<file path="src/rtl/segx_pkg.sv">
// Shared encodings for the segment address translator.
// Assumes access codes fixed by the requesting pipeline.
package segx_pkg;

    // Access type carried on every request
    typedef enum logic [1:0] {
        ACC_RD  = 2'd0,
        ACC_WR  = 2'd1,
        ACC_EX  = 2'd2,
        ACC_RSV = 2'd3
    } acc_e;

    // Which path an accepted access takes
    typedef enum logic [1:0] {
        PATH_FLAT = 2'd0,
        PATH_SEG  = 2'd1,
        PATH_PAGE = 2'd2
    } path_e;

endpackage

</file>
<file path="src/rtl/segx_base_pick.sv">
// Selects the base nibble of a segment from two packed base words.
// Assumes segments in the lower half use the low word, the rest the high one.
module segx_base_pick #(
    parameter int SEG_W = 4,
    localparam int NSEG = 1 << SEG_W,
    localparam int HALF = NSEG / 2,
    localparam int KB_W = HALF * SEG_W
) (
    input  logic [SEG_W-1:0] seg,
    input  logic [KB_W-1:0]  kbase_lo,
    input  logic [KB_W-1:0]  kbase_hi,
    output logic [SEG_W-1:0] nib
);
    logic [SEG_W-1:0] lo_nib [HALF];
    logic [SEG_W-1:0] hi_nib [HALF];

    // Unpack both base words into nibble arrays
    for (genvar g = 0; g < HALF; g++) begin : g_unpack
        assign lo_nib[g] = kbase_lo[g*SEG_W +: SEG_W];
        assign hi_nib[g] = kbase_hi[g*SEG_W +: SEG_W];
    end

    // Pick the word by the segment MSB and the nibble by the rest
    always_comb begin
        if (seg[SEG_W-1]) nib = hi_nib[seg[SEG_W-2:0]];
        else              nib = lo_nib[seg[SEG_W-2:0]];
    end
endmodule

</file>
<file path="src/rtl/segx_classify.sv">
// Combinational classification of one access: flat, segment or paged.
// Assumes configuration inputs are stable while the request is presented.
module segx_classify
    import segx_pkg::*;
#(
    parameter int ADDR_W = 32,
    parameter int SEG_W  = 4,
    localparam int NSEG  = 1 << SEG_W,
    localparam int KB_W  = (NSEG / 2) * SEG_W,
    localparam int OFS_W = ADDR_W - SEG_W
) (
    input  logic              clk,
    input  logic              rst_n,
    input  logic [ADDR_W-1:0] vaddr,
    input  logic [1:0]        acc,
    input  logic              user,
    input  logic              xl_on,
    input  logic [NSEG-1:0]   seg_map,
    input  logic [KB_W-1:0]   kbase_lo,
    input  logic [KB_W-1:0]   kbase_hi,
    output path_e             path,
    output logic [ADDR_W-1:0] paddr,
    output logic              imu
);
    logic [SEG_W-1:0] seg;
    logic [SEG_W-1:0] nib;
    logic             seg_hit;

    assign seg     = vaddr[ADDR_W-1 -: SEG_W];
    assign seg_hit = !user && seg_map[seg];
    assign imu     = (acc == ACC_EX);

    segx_base_pick #(.SEG_W(SEG_W)) u_pick (
        .seg      (seg),
        .kbase_lo (kbase_lo),
        .kbase_hi (kbase_hi),
        .nib      (nib)
    );

    // Choose the path and the address it would produce
    always_comb begin
        if (!xl_on) begin
            path  = PATH_FLAT;
            paddr = vaddr;
        end else if (seg_hit) begin
            path  = PATH_SEG;
            paddr = {nib, vaddr[OFS_W-1:0]};
        end else begin
            path  = PATH_PAGE;
            paddr = vaddr;
        end
    end

    // user accesses under translation always go to the page lookup
    assert_user_paged_R5: assert property (@(posedge clk) disable iff (!rst_n)
        (xl_on && user) |-> (path == PATH_PAGE));
endmodule

</file>
<file path="src/rtl/segx_ctrl.sv">
// Handshake, busy tracking and output registers of the translator.
// Assumes the lookup holds pl_done for one cycle per request.
module segx_ctrl
    import segx_pkg::*;
#(
    parameter int ADDR_W = 32
) (
    input  logic              clk,
    input  logic              rst_n,
    input  logic              req_valid,
    output logic              req_ready,
    input  logic [ADDR_W-1:0] req_vaddr,
    input  logic [1:0]        req_acc,
    input  logic              req_user,
    input  path_e             path,
    input  logic [ADDR_W-1:0] cls_paddr,
    input  logic              cls_imu,
    output logic              rsp_valid,
    output logic [ADDR_W-1:0] rsp_paddr,
    output logic              rsp_full_perm,
    output logic              rsp_fault,
    output logic              rsp_imu,
    output logic              pl_valid,
    output logic [ADDR_W-1:0] pl_vaddr,
    output logic [1:0]        pl_acc,
    output logic              pl_user,
    output logic              pl_imu,
    input  logic              pl_done,
    input  logic              pl_hit,
    input  logic [ADDR_W-1:0] pl_paddr
);
    typedef enum logic {ST_IDLE, ST_BUSY} st_e;
    st_e state;

    assign req_ready = (state == ST_IDLE);

    // Accept requests, issue lookups and register results
    always_ff @(posedge clk) begin
        if (!rst_n) begin
            state         <= ST_IDLE;
            rsp_valid     <= 1'b0;
            rsp_paddr     <= '0;
            rsp_full_perm <= 1'b0;
            rsp_fault     <= 1'b0;
            rsp_imu       <= 1'b0;
            pl_valid      <= 1'b0;
            pl_vaddr      <= '0;
            pl_acc        <= '0;
            pl_user       <= 1'b0;
            pl_imu        <= 1'b0;
        end else begin
            rsp_valid <= 1'b0;
            case (state)
                ST_IDLE: begin
                    if (req_valid) begin
                        if (path == PATH_PAGE) begin
                            state    <= ST_BUSY;
                            pl_valid <= 1'b1;
                            pl_vaddr <= req_vaddr;
                            pl_acc   <= req_acc;
                            pl_user  <= req_user;
                            pl_imu   <= cls_imu;
                        end else begin
                            rsp_valid     <= 1'b1;
                            rsp_paddr     <= cls_paddr;
                            rsp_full_perm <= 1'b1;
                            rsp_fault     <= 1'b0;
                            rsp_imu       <= cls_imu;
                        end
                    end
                end
                default: begin
                    if (pl_done) begin
                        state         <= ST_IDLE;
                        pl_valid      <= 1'b0;
                        rsp_valid     <= 1'b1;
                        rsp_paddr     <= pl_paddr;
                        rsp_full_perm <= 1'b0;
                        rsp_fault     <= !pl_hit;
                        rsp_imu       <= pl_imu;
                    end
                end
            endcase
        end
    end

    // flat and segment accesses answer on the next cycle with full permission
    assert_fast_result_R2: assert property (@(posedge clk) disable iff (!rst_n)
        (req_valid && req_ready && path != PATH_PAGE) |=> (rsp_valid && rsp_full_perm && !rsp_fault));

    // no new request is accepted while a lookup is pending
    assert_busy_blocks_R6: assert property (@(posedge clk) disable iff (!rst_n)
        pl_valid |-> !req_ready);

    // a pending lookup request holds its fields until done
    assert_pl_hold_R6: assert property (@(posedge clk) disable iff (!rst_n)
        (pl_valid && !pl_done) |=> (pl_valid && $stable(pl_vaddr) && $stable(pl_acc) && $stable(pl_user)));

    // lookup routing follows the access type
    assert_route_R7: assert property (@(posedge clk) disable iff (!rst_n)
        pl_valid |-> (pl_imu == (pl_acc == 2'(ACC_EX))));

    // a finished lookup is passed through unchanged
    assert_pass_through_R8: assert property (@(posedge clk) disable iff (!rst_n)
        (pl_valid && pl_done) |=> (rsp_valid && rsp_paddr == $past(pl_paddr) && rsp_fault == !$past(pl_hit)));

    // a result only follows an accepted request or a finished lookup
    assert_no_stray_rsp_R9: assert property (@(posedge clk) disable iff (!rst_n)
        (!(req_valid && req_ready) && !(pl_valid && pl_done)) |=> !rsp_valid);
endmodule

</file>
<file path="src/rtl/segx_front.sv">
// Front end of the MMU: bypass, kernel segment window, or page lookup request.
// Assumes the lookup returns exactly one done pulse per issued request.
module segx_front
    import segx_pkg::*;
#(
    parameter int ADDR_W = 32,
    parameter int SEG_W  = 4,
    parameter int MODE_W = 2,
    localparam int NSEG  = 1 << SEG_W,
    localparam int KB_W  = (NSEG / 2) * SEG_W
) (
    input  logic              clk,
    input  logic              rst_n,
    input  logic              req_valid,
    output logic              req_ready,
    input  logic [ADDR_W-1:0] req_vaddr,
    input  logic [1:0]        req_acc,
    input  logic              req_user,
    input  logic [MODE_W-1:0] xl_mode,
    input  logic [NSEG-1:0]   seg_map,
    input  logic [KB_W-1:0]   kbase_lo,
    input  logic [KB_W-1:0]   kbase_hi,
    output logic              rsp_valid,
    output logic [ADDR_W-1:0] rsp_paddr,
    output logic              rsp_full_perm,
    output logic              rsp_fault,
    output logic              rsp_imu,
    output logic              pl_valid,
    output logic [ADDR_W-1:0] pl_vaddr,
    output logic [1:0]        pl_acc,
    output logic              pl_user,
    output logic              pl_imu,
    input  logic              pl_done,
    input  logic              pl_hit,
    input  logic [ADDR_W-1:0] pl_paddr
);
    path_e             path;
    logic [ADDR_W-1:0] cls_paddr;
    logic              cls_imu;
    logic              xl_on;

    assign xl_on = |xl_mode;

    segx_classify #(.ADDR_W(ADDR_W), .SEG_W(SEG_W)) u_cls (
        .clk      (clk),
        .rst_n    (rst_n),
        .vaddr    (req_vaddr),
        .acc      (req_acc),
        .user     (req_user),
        .xl_on    (xl_on),
        .seg_map  (seg_map),
        .kbase_lo (kbase_lo),
        .kbase_hi (kbase_hi),
        .path     (path),
        .paddr    (cls_paddr),
        .imu      (cls_imu)
    );

    segx_ctrl #(.ADDR_W(ADDR_W)) u_ctrl (
        .clk           (clk),
        .rst_n         (rst_n),
        .req_valid     (req_valid),
        .req_ready     (req_ready),
        .req_vaddr     (req_vaddr),
        .req_acc       (req_acc),
        .req_user      (req_user),
        .path          (path),
        .cls_paddr     (cls_paddr),
        .cls_imu       (cls_imu),
        .rsp_valid     (rsp_valid),
        .rsp_paddr     (rsp_paddr),
        .rsp_full_perm (rsp_full_perm),
        .rsp_fault     (rsp_fault),
        .rsp_imu       (rsp_imu),
        .pl_valid      (pl_valid),
        .pl_vaddr      (pl_vaddr),
        .pl_acc        (pl_acc),
        .pl_user       (pl_user),
        .pl_imu        (pl_imu),
        .pl_done       (pl_done),
        .pl_hit        (pl_hit),
        .pl_paddr      (pl_paddr)
    );
endmodule

</file>
<file path="config.mk">
export PLATFORM = sky130hd
export DESIGN_NAME = segx_front
export DESIGN_NICKNAME = d
export VERILOG_FILES = /design/src/rtl/segx_pkg.sv /design/src/rtl/segx_base_pick.sv /design/src/rtl/segx_classify.sv /design/src/rtl/segx_ctrl.sv /design/src/rtl/segx_front.sv
export SDC_FILE = /design/constraint.sdc
export NUM_CORES = 1
export LEC_CHECK = 0
export CORE_MARGIN = 5
export CORE_UTILIZATION = 40
export DETAILED_ROUTE_END_ITERATION = 6
export PLACE_DENSITY = 0.84
export REMOVE_ABC_BUFFERS = 1
export SLEW_MARGIN = 40
export SYNTH_ARGS = -nofsm -noshare
export SYNTH_HDL_FRONTEND = slang
export SYNTH_HIERARCHICAL = 1
export SYNTH_SLANG_ARGS = --single-unit
</file>
<file path="constraint.sdc">
create_clock -name clk -period 2.9 [get_ports clk]
set_input_delay 0.58 -clock clk [delete_from_list [all_inputs] [get_ports clk]]
set_output_delay 0.58 -clock clk [all_outputs]
set_load 0.1 [all_outputs]
</file>
* Yosys cells after proc, flatten, opt, wreduce, memory -nomap -nowiden *
Cells that the tools add are included.

storage, ports and cells
  bits in registers = 74
  input port bits = 154
  output and inout port bits = 74
  word-level logic and storage cells = 68

operators by class
  order comparisons = 2
  equality and inequality tests = 4
  multiplexer cells = 40
  bitwise logic cells = 2
  reduce and logical (&&, ||, !) cells = 9

operators with widths
  cell                                                                          count
  32-bit 2-to-1 mux                                                             6
  4-bit binary-select mux with 3-bit select                                     2
  1-bit 2-to-1 mux                                                              24
  4-bit 2-to-1 mux                                                              5
  3-bit AND reduction                                                           3
  4-bit by 5-bit less-than comparator with 1-bit output, second input constant  1
  1-bit binary-select mux with 4-bit select                                     1
  2-bit == test, second input constant                                          2
  4-bit greater-or-equal comparator, second input constant                      1
  2-bit 2-to-1 mux                                                              2
  3-bit NOT with 4-bit output                                                   1
  2-bit nonzero test                                                            2
  1-bit zero test                                                               2
  2-bit by 1-bit inequality test with 1-bit output, second input constant       1
  2-bit inequality test, second input constant                                  1
  2-bit OR reduction                                                            1
  1-bit logical AND                                                             1
  1-bit NOT                                                                     1

* Logic depth before layout (Yosys ltp) *
  depth after elaboration = 10
  depth in mapped cells = 11
  gate-level depth less buffers = 8

* Modules after synthesis *
The synthesis kept the hierarchy.

by module, submodules not included
  module          times used  cells an instance  area an instance (µm²)
  segx_ctrl       1           361                3220.6
  segx_base_pick  1           39                 554.3
  segx_classify   1           57                 474.2
  segx_front      1           1                  6.3

* Worst setup path before layout *
No wires, ideal clock.

  kind = input to register
  from = input port req_vaddr[28]
  to = register u_ctrl.pl_vaddr[10]
  setup time = 0.070 ns
  data arrival time = 2.317 ns
  path slack = 0.513 ns
  cell stages on the path = 10
  path buffers = 3
  path through = buf_6 -> mux2i_1 -> a221oi_2 -> nand3_2 -> a21oi_4 -> nand4bb_1 -> buf_2 -> clkbuf_1 -> nand2_1 -> a21boi_1

between the ends
  word-level cells in the longest chain between the ends = 7

ends and longest elaborated chain
  element                                    RTL line             source
  from (decl)                                segx_front.sv:16     input logic [ADDR_W-1:0] req_vaddr,
  1-bit binary-select mux with 4-bit select  segx_classify.sv:30  assign seg_hit = !user && seg_map[seg];
  1-bit 2-to-1 mux (implied by the code)     segx_classify.sv:30
  1-bit logical AND                          segx_classify.sv:30
  2-bit 2-to-1 mux                           segx_classify.sv:45  end else if (seg_hit) begin
  2-bit 2-to-1 mux                           segx_classify.sv:42  if (!xl_on) begin
  via path[0]                                segx_front.sv:37     path_e path;
  2-bit == test                              segx_ctrl.sv:56      if (path == PATH_PAGE) begin
  3-bit AND reduction (no line)              n/a
  to (signal assigned)                       segx_ctrl.sv:59      pl_vaddr <= req_vaddr;
  to (decl)                                  segx_ctrl.sv:24      output logic [ADDR_W-1:0] pl_vaddr,

The timed path passes the listed nets, and every way through them passes these cells. The select of a mux whose other input is x is not followed.
A chain may end at the register's enable or synchronous reset.

* Worst setup path in the final report *
  from = input port req_vaddr[28]
  to = register u_ctrl.rsp_paddr[20]

between the ends
  word-level cells in the longest chain between the ends = 8

ends and longest elaborated chain
  element                                                     RTL line             source
  1-bit binary-select mux with 4-bit select                   segx_classify.sv:30
  1-bit 2-to-1 mux (implied by the code)                      segx_classify.sv:30
  1-bit logical AND                                           segx_classify.sv:30
  2-bit 2-to-1 mux                                            segx_classify.sv:45
  2-bit 2-to-1 mux                                            segx_classify.sv:42
  via path[1]                                                 segx_front.sv:37
  2-bit == test                                               segx_ctrl.sv:56
  2-bit by 1-bit inequality test with 1-bit output (no line)  n/a
  3-bit AND reduction (no line)                               n/a
  to (signal assigned)                                        segx_ctrl.sv:65      rsp_paddr <= cls_paddr;
  to (signal assigned)                                        segx_ctrl.sv:77      rsp_paddr <= pl_paddr;
  to (decl)                                                   segx_ctrl.sv:19      output logic [ADDR_W-1:0] rsp_paddr,

The timed path passes the listed nets, and every way through them passes these cells. The select of a mux whose other input is x is not followed.

==> flow_summary.ini <==
[status]
status = complete, no violations

[route]
drt_iter0_drc = 190
vias = 4048
remaining_drc_errors = 0
vias_per_cell = 5.12
first_pass_iters = 4
wl_per_cell_um = 17.1
wl_um = 13500
ant_nets = 0

[synth]
synth_cells = 458
syn_area_um2 = 4260
synth_flop_cell = dfxtp_1
synth_warnings = 6
syn_area_per_cell_um2 = 9.29
async_flop_share_pct = 0
synth-seq-cells = 74
synth_area_leader_cell = dfxtp_1
yosysSeqAreaShare_pct = 34.8
synth_edf_count = 0
synth_top_area_share_pct = 34.8
synth_cell_types = 34
synth_area_leaders = dfxtp_1, nand2_1, mux2i_1

[global_route]
gr-total-overflow = 0
grt_use_total_pct = 20.4
grt_pass1_wl_um = 20800
antenna_found_initial = 1
grt_pass1_vias = 4300
grt_max_degree = 64

[final_layout]
final_nets = 804
fillers = 875
stdcell_area_um2 = 6540
syn2layout_area_growth_pct = 53.7
drive_above_1_share_pct = 23.7
antennaDiodeCount = 0
top_regs = u_ctrl/pl_vaddr x32, u_ctrl/rsp_paddr x32, u_ctrl/pl_acc x2

[clocking]
cts_buffer_depth = 2
cts.sinks = 74
post_cts_resized = 0
cts_setup_buffers = 0
cts.clk_slew.worst_paths_ns = 0.09
root_buffer = clkbuf_8
cts_tree = built
clock_latency_ns = 0.35
ctsHoldBuffers = 0
numCtsBuffers = 9
h-tree-depth = 3

[floorplanning]
coreArea_um2 = 10400
pin_count = 228
fp.dieW_um = 113
die-area_um2 = 12800
start_util_pct = 41.0
placementRows = 37
fp.dieH_um = 113

[placed_design]
io_buffers = 227
routabilityCongestion = 0.835
dpl.hpwl_um = 10700
dpl_cell_area_um2 = 6330

[sta]
final-hold-violation-count = 0
skew_ns = 0.0143
tightest_slew_ns = 0.539
period_needed_ns = 2.71
slew_violations = 0
max_slew_margin_pct = 64.1
setup_viol = 0
rsz0062_at_grt = no
fin_crit_sh_pct = 93.3
fmax_mhz = 370

[power]
p_int_uw = 2020
p_leak_uw = 0.00278
ir_drop_uv = 299
swShare_pct = 40.6
p_total_uw = 3400
power.switching_uw = 1380
power.share.clock_pct = 24.8
seqPwrFrac_pct = 33.6
power.density_nw_per_um2 = 521
p_comb_share_pct = 41.5

[hold_path]
hp-class = reg2reg

[critical_path]
start_kind = primary input
endpoint_kind = flip-flop
cp_cell_sequence = clkdlybuf4s50_1 > buf_12 > mux2i_1 > nand3_1 > nand4_1 > a21oi_1 > nor2b_1 > nand2b_1 > a21boi_4 > buf_12 > mux2i_1
worstSetupPathType = in2reg
cp.required_ns = 3.17
r2r_setup_slack_ns = 1.29
cp_slowest_cell = clkdlybuf4s50_1
critical_path_arrival_ns = 2.98
crit_path_max_fanout = 22
max_stage_delay_ns = 0.51

[run]
cap_viol_max_count = 0
final timing paths:
check                                   startpoint                    to  cells past startpoint
worst max register to register        u_ctrl/state  u_ctrl/rsp_paddr[20]                      5
worst min register to register  u_ctrl/pl_vaddr[2]    u_ctrl/pl_vaddr[2]                      2
worst min-delay path            u_ctrl/pl_vaddr[2]    u_ctrl/pl_vaddr[2]                      2
worst max-delay path                 req_vaddr[28]  u_ctrl/rsp_paddr[20]                     11
per-stage QoR:
| stage | TNS (ns) | hold slack [ns] | cells | utilization, % | setup WS, ns |
|---|---|---|---|---|---|
| after floorplan | -38.60 | 0.702 | 394 | - | -1.11 |
| after global placement | -3.72 | 0.442 | 775 | 61.1 | -0.0897 |
| after detailed placement | -7.66 | 0.447 | 775 | 61.1 | -0.162 |
| after CTS | 0 | 0.459 | 791 | 63.1 | 0.196 |
| after global routing | 0 | 0.483 | 791 | 63.1 | 0.0565 |
| final | 0 | 0.457 | 791 | 63.1 | 0.194 |
routing by layer:
layer	GRT usage (%)	vias up	wire, um
li1	-	1963	-
met1	20.5	1861	4870
met2	38.7	197	7020
met3	7.17	25	1300
met4	6.89	2	316
met5	0	-	11
cell usage in the layout (no fill, tap or decap), types with 2 or more instances in the layout:
master	Yosys	final
dfxtp_1	74	74
clkbuf_8	0	9
a21boi_0	6	6
a22oi_1	6	6
clkdlybuf4s50_1	0	152
clkinvlp_4	0	2
a21boi_1	31	30
a21oi_1	2	2
buf_4	31	83
inv_6	0	3
mux2i_1	41	41
mux4_1	14	14
mux2_4	4	4
nor2_1	2	2
nand2_1	111	111
nand2b_1	2	2
o211ai_1	33	33
mux4_2	2	2
or2_2	33	33
nor2b_1	10	10
buf_12	1	9
nand3_1	10	10
cell families after synthesis:
group | after synthesis | synth area share (%)
multiplexers | 61 | 20.8
AO/OA/AOI/OAI | 82 | 14.7
AND/OR/NAND/NOR | 176 | 19.3
flip-flops | 74 | 34.8
buffers and inverters | 65 | 10.4
area by class of cell:
| type | count | area [um^2] | area share [%] |
|---|---|---|---|
| clock buffer | 9 | 124 | 1.89 |
| tap | 136 | 170 | 2.60 |
| sequential | 74 | 1480 | 22.7 |
| clock inverter | 7 | 82.6 | 1.26 |
| timing repair buffer | 245 | 2330 | 35.6 |
| multi-input combinational | 319 | 2350 | 35.9 |
| inverter | 1 | 3.75 | 0.0574 |
critical path, delay by kind of cell:
kind,cells,cell delay (ns)
AND/OR/NAND/NOR,4,0.70
buffers and inverters,3,0.90
AO/OA/AOI/OAI,2,0.31
multiplexers,2,0.47
cell usage after synthesis (2+ instances only):
cell type	count
nand2_1	111
nand3_1	10
buf_6	8
a22oi_1	6
or2_2	33
a21boi_0	6
buf_4	31
mux4_2	2
buf_2	5
nor2b_1	10
a21boi_1	31
o211ai_1	33
dfxtp_1	74
mux2_4	4
mux2i_1	41
nand2b_1	2
nor2_1	2
clkbuf_1	19
mux4_1	14
a21oi_1	2
power by group through the flow:
stage	logic (uW)	registers (uW)	clock network, uW
floorplan	314	1760	0
global placement	1400	1160	0
detailed placement	1420	1170	0
CTS	1420	1150	866
global route	1470	1160	911
finish	1410	1150	844
Note: power is estimated with default switching activity, not from simulation.
